`src/rtl/dac_guard_pkg.sv`:
```
package dac_guard_pkg;

    localparam int ADDR_W = 16;
    localparam int DATA_W = 8;

    localparam logic [ADDR_W-1:0] PORT_SEQ_IDX  = 16'h03C4;
    localparam logic [ADDR_W-1:0] PORT_SEQ_DAT  = 16'h03C5;
    localparam logic [ADDR_W-1:0] PORT_PIX_MASK = 16'h03C6;
    localparam logic [ADDR_W-1:0] PORT_DAC_WIDX = 16'h03C8;

    localparam logic [DATA_W-1:0] EXT_MODE_IDX   = 8'h07;
    localparam logic [DATA_W-1:0] TRUECOLOR_CODE = 8'hC5;
    localparam logic [DATA_W-1:0] MASK_RESET     = 8'hFF;

    typedef enum logic [1:0] {
        PIX_INDEXED8 = 2'd0,
        PIX_RGB24    = 2'd1,
        PIX_RGB32    = 2'd2
    } pix_fmt_e;

    typedef struct packed {
        logic              valid;
        logic              write;
        logic [ADDR_W-1:0] addr;
        logic [DATA_W-1:0] data;
    } io_req_t;

    // Only the implemented fields of the extended-mode byte are stored.
    typedef struct packed {
        logic [3:0] lfb;
        logic       bpp32;
        logic       ext_en;
    } ext_mode_t;

    function automatic ext_mode_t ext_from_byte(input logic [DATA_W-1:0] b);
        ext_mode_t e;
        e.lfb    = b[7:4];
        e.bpp32  = b[3];
        e.ext_en = b[0];
        return e;
    endfunction

    function automatic logic [DATA_W-1:0] ext_to_byte(input ext_mode_t e);
        return {e.lfb, e.bpp32, 2'b00, e.ext_en};
    endfunction

    function automatic pix_fmt_e decode_fmt(input ext_mode_t e, input logic [DATA_W-1:0] hid);
        if (e.ext_en && hid == TRUECOLOR_CODE)
            return e.bpp32 ? PIX_RGB32 : PIX_RGB24;
        return PIX_INDEXED8;
    endfunction

endpackage

```
`src/rtl/dac_unlock_seq.sv`:
```
module dac_unlock_seq
    import dac_guard_pkg::*;
#(
    parameter int UNLOCK_READS = 4
) (
    input  logic clk,
    input  logic rst,
    input  logic acc_valid,
    input  logic acc_write,
    input  logic acc_is_mask,
    output logic unlocked,
    output logic hid_we,
    output logic mask_we
);
    localparam int CW = $clog2(UNLOCK_READS + 1);
    localparam logic [CW-1:0] LIMIT = CW'(UNLOCK_READS);

    logic [CW-1:0] cnt;
    logic mask_rd, mask_wr;

    assign mask_rd  = acc_valid && !acc_write && acc_is_mask;
    assign mask_wr  = acc_valid &&  acc_write && acc_is_mask;
    assign unlocked = (cnt == LIMIT);
    assign hid_we   = mask_wr &&  unlocked;
    assign mask_we  = mask_wr && !unlocked;

    always_ff @(posedge clk) begin
        if (rst) begin
            cnt <= '0;
        end else if (acc_valid) begin
            if (mask_rd) begin
                if (!unlocked) cnt <= cnt + CW'(1);
            end else begin
                cnt <= '0;
            end
        end
    end

    assert_cnt_bound_R11: assert property (@(posedge clk) disable iff (rst)
        cnt <= LIMIT);

    assert_cnt_step_R6: assert property (@(posedge clk) disable iff (rst)
        (cnt != $past(cnt)) |-> (cnt == '0 || cnt == $past(cnt) + CW'(1)));

    assert_relock_R5: assert property (@(posedge clk) disable iff (rst)
        hid_we |=> !unlocked);

endmodule

```
`src/rtl/dac_mode_regs.sv`:
```
module dac_mode_regs
    import dac_guard_pkg::*;
(
    input  logic              clk,
    input  logic              rst,
    input  io_req_t           req,
    input  logic              hid_we,
    input  logic              mask_we,
    output logic [DATA_W-1:0] pix_mask,
    output logic [DATA_W-1:0] hidden,
    output logic [DATA_W-1:0] seq_idx,
    output ext_mode_t         ext_mode
);
    logic idx_we, ext_we;

    assign idx_we = req.valid && req.write && (req.addr == PORT_SEQ_IDX);
    assign ext_we = req.valid && req.write && (req.addr == PORT_SEQ_DAT)
                    && (seq_idx == EXT_MODE_IDX);

    always_ff @(posedge clk) begin
        if (rst) begin
            pix_mask <= MASK_RESET;
            hidden   <= '0;
            seq_idx  <= '0;
            ext_mode <= '0;
        end else begin
            if (mask_we) pix_mask <= req.data;
            if (hid_we)  hidden   <= req.data;
            if (idx_we)  seq_idx  <= req.data;
            if (ext_we)  ext_mode <= ext_from_byte(req.data);
        end
    end

    assert_hidden_guard_R3: assert property (@(posedge clk) disable iff (rst)
        !$stable(hidden) |-> $past(hid_we));

    assert_mask_keep_R3: assert property (@(posedge clk) disable iff (rst)
        hid_we |=> $stable(pix_mask));

    assert_ext_index_R8: assert property (@(posedge clk) disable iff (rst)
        !$stable(ext_mode) |-> ($past(seq_idx) == EXT_MODE_IDX));

endmodule

```
`src/rtl/dac_fmt_decode.sv`:
```
module dac_fmt_decode
    import dac_guard_pkg::*;
(
    input  ext_mode_t         ext_mode,
    input  logic [DATA_W-1:0] hidden,
    output pix_fmt_e          fmt,
    output logic              lfb_en
);
    always_comb begin
        fmt    = decode_fmt(ext_mode, hidden);
        lfb_en = |ext_mode.lfb;
    end
endmodule

```
`src/rtl/dac_mode_guard.sv`:
```
module dac_mode_guard
    import dac_guard_pkg::*;
#(
    parameter int UNLOCK_READS = 4
) (
    input  logic        clk,
    input  logic        rst,
    input  logic        io_valid,
    input  logic        io_write,
    input  logic [15:0] io_addr,
    input  logic [7:0]  io_wdata,
    output logic [7:0]  io_rdata,
    output logic [7:0]  pix_mask_o,
    output logic [1:0]  fmt_o,
    output logic        lfb_en_o
);
    io_req_t           req;
    logic              unlocked, hid_we, mask_we;
    logic [DATA_W-1:0] hidden, seq_idx, pix_mask;
    ext_mode_t         ext_mode;
    pix_fmt_e          fmt;

    assign req = '{valid: io_valid, write: io_write, addr: io_addr, data: io_wdata};

    dac_unlock_seq #(.UNLOCK_READS(UNLOCK_READS)) u_seq (
        .clk        (clk),
        .rst        (rst),
        .acc_valid  (req.valid),
        .acc_write  (req.write),
        .acc_is_mask(req.addr == PORT_PIX_MASK),
        .unlocked   (unlocked),
        .hid_we     (hid_we),
        .mask_we    (mask_we)
    );

    dac_mode_regs u_regs (
        .clk     (clk),
        .rst     (rst),
        .req     (req),
        .hid_we  (hid_we),
        .mask_we (mask_we),
        .pix_mask(pix_mask),
        .hidden  (hidden),
        .seq_idx (seq_idx),
        .ext_mode(ext_mode)
    );

    dac_fmt_decode u_dec (
        .ext_mode(ext_mode),
        .hidden  (hidden),
        .fmt     (fmt),
        .lfb_en  (lfb_en_o)
    );

    always_comb begin
        io_rdata = '0;
        if (req.valid && !req.write) begin
            unique case (req.addr)
                PORT_PIX_MASK: io_rdata = unlocked ? hidden : pix_mask;
                PORT_SEQ_IDX:  io_rdata = seq_idx;
                PORT_SEQ_DAT:  io_rdata = (seq_idx == EXT_MODE_IDX) ? ext_to_byte(ext_mode) : '0;
                default:       io_rdata = '0;
            endcase
        end
    end

    assign pix_mask_o = pix_mask;
    assign fmt_o      = fmt;

    assert_fmt_needs_ext_R9: assert property (@(posedge clk) disable iff (rst)
        (fmt != PIX_INDEXED8) |-> ext_mode.ext_en);

    assert_idle_rdata_R11: assert property (@(posedge clk) disable iff (rst)
        !io_valid |-> (io_rdata == '0));

    assert_locked_read_R4: assert property (@(posedge clk) disable iff (rst)
        (io_valid && !io_write && io_addr == PORT_PIX_MASK && !unlocked) |-> (io_rdata == pix_mask_o));

endmodule

```
`config.mk`:
```
export PLATFORM = sky130hd
export DESIGN_NAME = dac_mode_guard
export DESIGN_NICKNAME = d
export VERILOG_FILES = /design/src/rtl/dac_guard_pkg.sv /design/src/rtl/dac_unlock_seq.sv /design/src/rtl/dac_mode_regs.sv /design/src/rtl/dac_fmt_decode.sv /design/src/rtl/dac_mode_guard.sv
export SDC_FILE = /design/constraint.sdc
export NUM_CORES = 1
export LEC_CHECK = 0
export BUFFER_PORTS_ARGS = -buffer_cell sky130_fd_sc_hd__buf_2
export CAP_MARGIN = 20
export CELL_PAD_IN_SITES_DETAIL_PLACEMENT = 1
export CELL_PAD_IN_SITES_GLOBAL_PLACEMENT = 1
export CORE_MARGIN = 2
export CORE_UTILIZATION = 33
export DETAILED_ROUTE_END_ITERATION = 10
export GPL_TIMING_DRIVEN = 1
export PLACE_DENSITY_LB_ADDON = 0.1
export SLEW_MARGIN = 20
export SYNTH_ARGS = -nofsm -noshare
export SYNTH_HDL_FRONTEND = slang
export SYNTH_SLANG_ARGS = --single-unit
```
`constraint.sdc`:
```
create_clock -name clk -period 2 [get_ports clk]
set_input_delay 0.2 -clock clk [delete_from_list [all_inputs] [get_ports clk]]
set_output_delay 0.2 -clock clk [all_outputs]
set_load 0.01 [all_outputs]
```
Word-level counts from Yosys, hierarchy flattened

Cells that the tools add are included.

Bits in registers: 33
Output and inout bits: 19
Input port bits: 28
Logic and storage cells: 39

$add $sub $neg: 1
Reductions and logical operators: 14
Eq/ne operators: 7
Multiplexer cells: 10

Operator list:

| cell                                                  | number |
|---|---|
| equality test 16 x 10 -> 1 bit, second input constant | 3 |
| two-way mux 8 bit                                     | 3 |
| case mux 8 bit (3 select lines)                       | 1 |
| logical AND 1 bit                                     | 10 |
| equality test 8 x 3 -> 1 bit, second input constant   | 1 |
| equality test 8 bit, second input constant            | 1 |
| two-way mux 2 bit                                     | 3 |
| two-way mux 3 bit                                     | 2 |
| OR reduction 4 bit                                    | 1 |
| adder 3 x 1 -> 3 bit, second input constant           | 1 |
| equality test 3 bit, second input constant            | 1 |
| zero test 1 bit                                       | 2 |
| inequality test 2 bit, second input constant          | 1 |
| AND reduction 2 bit                                   | 1 |
| two-way mux 1 bit                                     | 1 |

Longest topological paths before layout

Gate-level depths: netlist of run 1.

Depth after elaboration: 5
Gate-level depth with buffers: 8
Mapped depth without buffers: 7

Hierarchy

From an unflattened synthesis of run 1, not the netlist that was laid out.

Cell total of the unflattened synthesis: 215
Area total of the unflattened synthesis: 1910.6 sq um

Modules (own cells, without submodules):

| module         | area each (sq um) | sequential area each (sq um) | cells an instance | instances |
|---|---|---|---|---|
| dac_mode_regs  | 1261.2            | 600.6                        | 128               | 1 |
| dac_mode_guard | 400.4             | 0.0                          | 55                | 1 |
| dac_unlock_seq | 190.2             | 60.1                         | 25                | 1 |
| dac_fmt_decode | 58.8              | 0.0                          | 7                 | 1 |

Worst setup path before layout of run 1

OpenSTA, ideal clock, no wires.

Kind: reg2reg
From: reg u_seq.cnt[0]
To: reg u_regs.pix_mask[6]
Arrival: 1831 ps
Data required time: 1880 ps
Path buffers: 2
Setup slack: 50 ps
Stages on the path, launching flop included: 9
Cells stage by stage: dfxtp_1 > inv_1 > ha_1 > and2_1 > clkbuf_1 > nor4_4 > buf_4 > nor2b_1 > a211o_1

Cells in the longest elaborated chain, start to end: 3

RTL lines:

| item                   | line                 | text |
|---|---|---|
| start, declared        | dac_unlock_seq.sv:18 | `logic [CW-1:0] cnt;` |
| start signal, assigned | dac_unlock_seq.sv:32 | `if (!unlocked) cnt <= cnt + CW'(1);` |
| equality test 3 bit    | dac_unlock_seq.sv:23 | `assign unlocked = (cnt == LIMIT);` |
| zero test 1 bit        | dac_unlock_seq.sv:25 | `assign mask_we = mask_wr && !unlocked;` |
| logical AND 1 bit      | dac_unlock_seq.sv:25 |  |
| end signal, assigned   | dac_mode_regs.sv:27  | `if (mask_we) pix_mask <= req.data;` |
| end, declared          | dac_mode_regs.sv:9   | `output logic [DATA_W-1:0] pix_mask,` |

No other way between the ends.
A chain may end at the register's enable or synchronous reset.

Final worst setup path of run 1

From: reg u_regs.seq_idx[1]
To: out io_rdata[0]

Cells in the longest elaborated chain, start to end: 4

RTL lines:

| item                            | line                 | text |
|---|---|---|
| start, declared                 | dac_mode_regs.sv:11  | `output logic [DATA_W-1:0] seq_idx,` |
| start signal, assigned          | dac_mode_regs.sv:29  | `if (idx_we) seq_idx <= req.data;` |
| equality test 8 x 3 -> 1 bit    | dac_mode_guard.sv:61 | `PORT_SEQ_DAT: io_rdata = (seq_idx == EXT_MODE_IDX) ? ext_to_byte(ext_mode) : '0;` |
| two-way mux 8 bit               | dac_mode_guard.sv:61 |  |
| case mux 8 bit (3 select lines) | dac_mode_guard.sv:58 | `unique case (req.addr)` |
| two-way mux 8 bit               | dac_mode_guard.sv:57 | `if (req.valid && !req.write) begin` |
| end, declared                   | dac_mode_guard.sv:12 | `output logic [7:0] io_rdata,` |

No other way between the ends.

==> results of run 1 <==
==> through the flow <==
| step | power [mW] | hold slack, ns | std cells |
|---|---|---|---|
| floorplan | 0.699 | 0.297 | 200 |
| global placement | 0.746 | 0.431 | 323 |
| detailed placement | 0.748 | 0.446 | 323 |
| CTS | 1.52 | 0.140 | 333 |
| global route | 1.55 | 0.134 | 336 |
| finish | 1.51 | 0.133 | 336 |
==> where the power goes <==
| group | total (mW) | switching, mW | internal (mW) |
|---|---|---|---|
| combinational | 0.0774 | 0.0470 | 0.0304 |
| clock | 0.778 | 0.276 | 0.502 |
| sequential | 0.656 | 0.00000174 | 0.656 |
| total | 1.51 | 0.323 | 1.19 |
==> cells in the final DEF, fill, tap and decap left out, types with 5 or more instances in the layout <==
master	count
a211o_1	8
a21boi_1	5
a21oi_1	12
a21oi_2	6
buf_2	46
buf_4	19
clkbuf_8	5
dfxtp_1	30
mux2i_1	22
nand2_1	20
nand3_1	7
nor2_1	28
nor2b_1	8
==> state kept, by name (all words and copies together) (netlist names) <==
name,count
u_regs.seq_idx,8
u_regs.hidden,8
u_seq.cnt,3
u_regs.pix_mask,8
u_regs.ext_mode,6
==> kinds of logic (layout without fill, tap and decap cells) <==
family                     count (synthesis)  after routing  synth area share
muxes                                     22             22             0.126
and+or+nand+nor                           95             95             0.322
DFF                                       33             33             0.378
adders and majority gates                  2              2            0.0143
AOI/OAI and AO/OA                         35             35             0.129
buffers and inverters                     13             79            0.0315
==> routing by layer <==
metal | global-route usage | up-vias | routed length (um)
li1 | - | 839 | -
met1 | 0.256 | 838 | 2570
met2 | 0.298 | 39 | 2640
met3 | 0.0459 | 2 | 248
met4 | 0.0327 | 0 | 15
met5 | 0 | - | 0
==> worst max-delay path by stage <==
stage / startpoint / end / slack (ns) / cells after the start
floorplan: u_seq.cnt[0] / u_regs.pix_mask[6] / 0.05 / 8
global placement: io_addr[13] / io_rdata[3] / 0.12 / 6
detailed placement: io_addr[13] / io_rdata[0] / 0.07 / 6
CTS: u_seq.cnt[0] / io_rdata[0] / 0.02 / 9
global route: u_regs.seq_idx[1] / io_rdata[7] / -0.07 / 6
finish: u_regs.seq_idx[1] / io_rdata[0] / 0.05 / 6
==> cell type report <==
cell class              instances  area [um^2]
repair buffers                 68          407
multi-input cells             154         1110
well taps                      70         87.6
clock inverters                 3         68.8
fillers                       626         2690
clock buffers                   5         68.8
flip-flops and latches         33          664
inverters                       3         11.3
==> critical path: stages, from the launching register on <==
cell	delay [ns]
dfxtp_1	0.37
nor4bb_4	0.32
and4_4	0.27
buf_4	0.12
nand3_1	0.07
a21boi_1	0.16
buf_2	0.15
==> repair_timing <==
| action | 4_1_cts | 5_1_grt |
|---|---|---|
| gates cloned | 0 | 0 |
| setup buffers | 2 | 3 |
| endpoints found under the setup margin | 8 | 14 |
| pin swaps | 1 | 9 |
| gates resized for setup | 4 | 26 |
==> impl_metrics.ini, run 1 <==
[outcome]
outcome = finished clean

[place]
dp_hpwl_um = 3950
gp_congestion = 0.768
io_buffer_count = 46
dp_slack_ns = 0.0694
placed_area_um2 = 2150

[timing]
max_freq_ghz = 0.512
fin_skew_ns = 0.00416
setup_viol_count_final = 0
slew_violations = 0
setup_slack_ns = 0.0462
max_slew.worst_pin.slew_ns = 0.387
hold_viol = 0
tns_ns = 0
fin_crit_sh = 0.977
slew_headroom = 0.740
period_minus_slack_ns = 1.95

[synth]
syn_avg_cell_area_um2 = 8.75
ys_top_cells_by_count = 33 x dfxtp_1, 28 x nor2_1, 22 x mux2i_1, 21 x nand2_1, 18 x a21oi_1
netlist_area_um2 = 1750
synth-seq-cells = 33
async_reset_ff_frac = 0
synth_edf_count = 0
synth_most_common_cell = dfxtp_1
synth_top_area_frac = 0.378
ys_top_cells_by_area = dfxtp_1 38%, mux2i_1 13%, nor2_1 6.0%
synth_ff_type = dfxtp_1
ys_warn_count = 0
seq_area_frac_synth = 0.378
syn_nets = 230
synth_area_leader_cell = dfxtp_1
syn_inst = 200
ys_types = 35

[detailed_routing]
ant_nets = 0
post_drt_via_cell_ratio = 5.11
drt_pass1_iterations = 4
via_count = 1718
wl_per_cell_um = 16.3
drc = 0
wirelength_um = 5460
drt_iter0_markers = 36

[floorplan]
start_util = 0.342
dieArea_um2 = 5900
die_x_um = 76.8
rows = 26
chipHeight_um = 76.8
core_area_um2 = 5110
ios = 47

[cts]
cts_tree = done
cts.sinks = 33
cts_root_buffer = clkbuf_8
numCtsBuffers = 5
cts_max_path_buffers = 2
clkTransAtPathRegs_ns = 0.08
clkLatencyLatePin_ns = 0.28
htree_levels = 2
postCtsHoldBufs = 0

[setup_path]
crit_type = reg -> out
r2r-start = u_regs.seq_idx[1]
cp_data_required_time_ns = 1.80
reg2reg_slack_ns = 0.15
rr_endpoint = u_regs.ext_mode[2]
endpoint_kind = output port
cp.arrival_ns = 1.75
cp_max_fo = 3
critPathLaunchType = flip-flop
reg2regPathDepth = 8

[power]
p_per_area_nw_per_um2 = 626
leakagePower_nw = 1.03
irDropWorstVdd_uv = 380

[global_routing]
grt_overflow = 0
grt_max_degree = 31
grtUsageTotal = 0.186
grt_pass1_vias = 1756
grt_pass1_wl_um = 8860
antenna_found_initial = 0

[final_layout]
final_util = 0.473
diodes = 0
finish.instance_area_um2 = 2420
nets = 295
area_growth_pct = 38.1
drive_gt1_frac = 0.380

[flow_run]
maxCapViolCount = 0

[worst_hold_path]
hold_depth = 2
hold_class = in -> reg
hold_end = u_seq.cnt[2]
min_from = rst
No activity file was read; power rests on OpenSTA's default activity.
==> run 2, diff against run 1 <==
SETUP_SLACK_MARGIN = 0.5   (was not set)
==> run 2 against run 1 <==
Effect of this change: via count grew 1.0%; worst hold slack gained 0.020 ns; largest power group is now sequential cells; sequential power is essentially flat; largest cell class unchanged; combinational power grew 0.6%; flip-flop and latch count is the same; clock power shrank 28%; count of clock-buffer cells in the layout grew 2.
==> impl_metrics.ini, run 2 (synthesized netlist as in run 1, its figures left out) <==
[flow_run]
maxCapViolCount = 0

[detailed_routing]
drc = 0
via_count = 1736
wirelength_um = 5840
post_drt_via_cell_ratio = 5.20
drt_iter0_markers = 72
ant_nets = 0
wl_per_cell_um = 17.5
drt_pass1_iterations = 4

[cts]
numCtsBuffers = 5
clkLatencyLatePin_ns = 0.28
cts_max_path_buffers = 2
postCtsHoldBufs = 0
cts_tree = done
htree_levels = 2
cts_root_buffer = clkbuf_8
cts.sinks = 33
clkTransAtPathRegs_ns = 0.07

[timing]
slew_violations = 0
hold_viol = 0
fin_skew_ns = 0.00323
period_minus_slack_ns = 1.86
setup_viol_count_final = 0
slew_headroom = 0.578
max_freq_ghz = 0.536
rsz0062_at_grt = yes
fin_crit_sh = 0.932
max_slew.worst_pin.slew_ns = 0.632
setup_slack_ns = 0.135
tns_ns = 0

[final_layout]
fill_cells = 601
reg.largest.list = u_regs.hidden x8, u_regs.pix_mask x8, u_regs.seq_idx x8
layout_common_cells = 45 x buf_2, 28 x nor2_1, 26 x dfxtp_1
drive_gt1_frac = 0.477
nets = 293
area_growth_pct = 45.9
layout_commonest_cell = buf_2
diodes = 0

[power]
leakagePower_nw = 1.06
p_per_area_nw_per_um2 = 507
irDropWorstVdd_uv = 344

[place]
dp_hpwl_um = 3780
gp_congestion = 0.738
dp_slack_ns = 0.0295
io_buffer_count = 46

[setup_path]
critPathBufInv = 1
crit_type = reg -> out
crit_chain = nor4bb_4 -> and4_4 -> nand3_2 -> a21boi_2 -> buf_2
cpMaxStageDelayCell = dfxtp_4
critPathLaunchType = flip-flop
cp_data_required_time_ns = 1.80
endpoint_kind = output port
cp_max_fo = 7
cp.arrival_ns = 1.66
critical-path-max-stage-delay_ns = 0.36
cp_top_family = simple AND/OR/NAND/NOR gates

[floorplan]
rows = 26
dieArea_um2 = 5900
start_util = 0.342
core_area_um2 = 5110
chipHeight_um = 76.8
ios = 47
die_x_um = 76.8

[global_routing]
grt_overflow = 0
grt_pass1_vias = 1678
grt_max_degree = 35
grt_pass1_wl_um = 8820
grtUsageTotal = 0.190
antenna_found_initial = 0

[outcome]
outcome = finished clean

[worst_hold_path]
hold_class = in -> reg
-- run 2: cell count changes in the layout (fill, tap and decap cells not counted), sizes merged --
cell / previous run / this run
buf: 68 / 64
clkbuf: 5 / 8
clkinv: 0 / 1
and2: 3 / 4
inv: 4 / 3
bufinv: 2 / 0
-- run 2: worst reg2reg max path: cells and delay by family (launching register included) --
kind,cells,cell delay [ns]
AOI/OAI and AO/OA,1,0.24
adders and majority gates,1,0.18
buffers and inverters,5,0.62
DFF,1,0.33
and+or+nand+nor,2,0.24
-- run 2: path summary, 6_finish.rpt --
kind / depth (start not counted) / from / end / slack, ns
max: 5 / u_regs.seq_idx[3] / io_rdata[4] / 0.14
min: 2 / io_wdata[1] / u_regs.pix_mask[1] / 0.15
max reg2reg: 9 / u_seq.cnt[1] / u_regs.pix_mask[6] / 0.29
min reg2reg: 2 / u_regs.hidden[5] / u_regs.hidden[5] / 0.53
-- run 2: through the flow --
stage	utilization	hold slack, ns	power [mW]	std cells	area [um^2]
floorplan	-	0.297	0.700	200	1820
global placement	0.418	0.444	0.746	310	2130
detailed placement	0.418	0.452	0.748	310	2130
CTS	0.468	0.143	1.31	327	2390
global route	0.500	0.158	1.35	334	2550
finish	0.500	0.153	1.29	334	2550
-- run 2: power breakdown --
group	switching [mW]	total, mW	internal (mW)
sequential	0.00000164	0.655	0.655
clock	0.250	0.561	0.311
combinational	0.0483	0.0779	0.0296
-- run 2: cell type report --
| class | instances | area (um^2) | share of cell area |
|---|---|---|---|
| clock buffers | 7 | 96.3 | 0.0378 |
| well taps | 70 | 87.6 | 0.0343 |
| clock inverters | 1 | 5.00 | 0.00196 |
| flip-flops and latches | 33 | 672 | 0.263 |
| multi-input cells | 155 | 1230 | 0.484 |
| inverters | 3 | 11.3 | 0.00441 |
| repair buffers | 65 | 445 | 0.175 |
-- run 2: repair_timing --
item / in CTS / in global routing
gates resized for setup: 24 / 21
gates cloned: 1 / 1
pin swaps: 13 / 20
endpoints found under the setup margin: 43 / 40
hold endpoints to repair: 0 / 0
buffers inserted: 8 / 6
-- run 2: routing by layer --
| layer | share of wire | vias up | GRT usage |
|---|---|---|---|
| met5 | 0 | - | 0 |
| met4 | 0.011 | 0 | 0.0491 |
| met3 | 0.039 | 6 | 0.0388 |
| met2 | 0.48 | 35 | 0.303 |
| met1 | 0.47 | 850 | 0.261 |
| li1 | - | 845 | - |
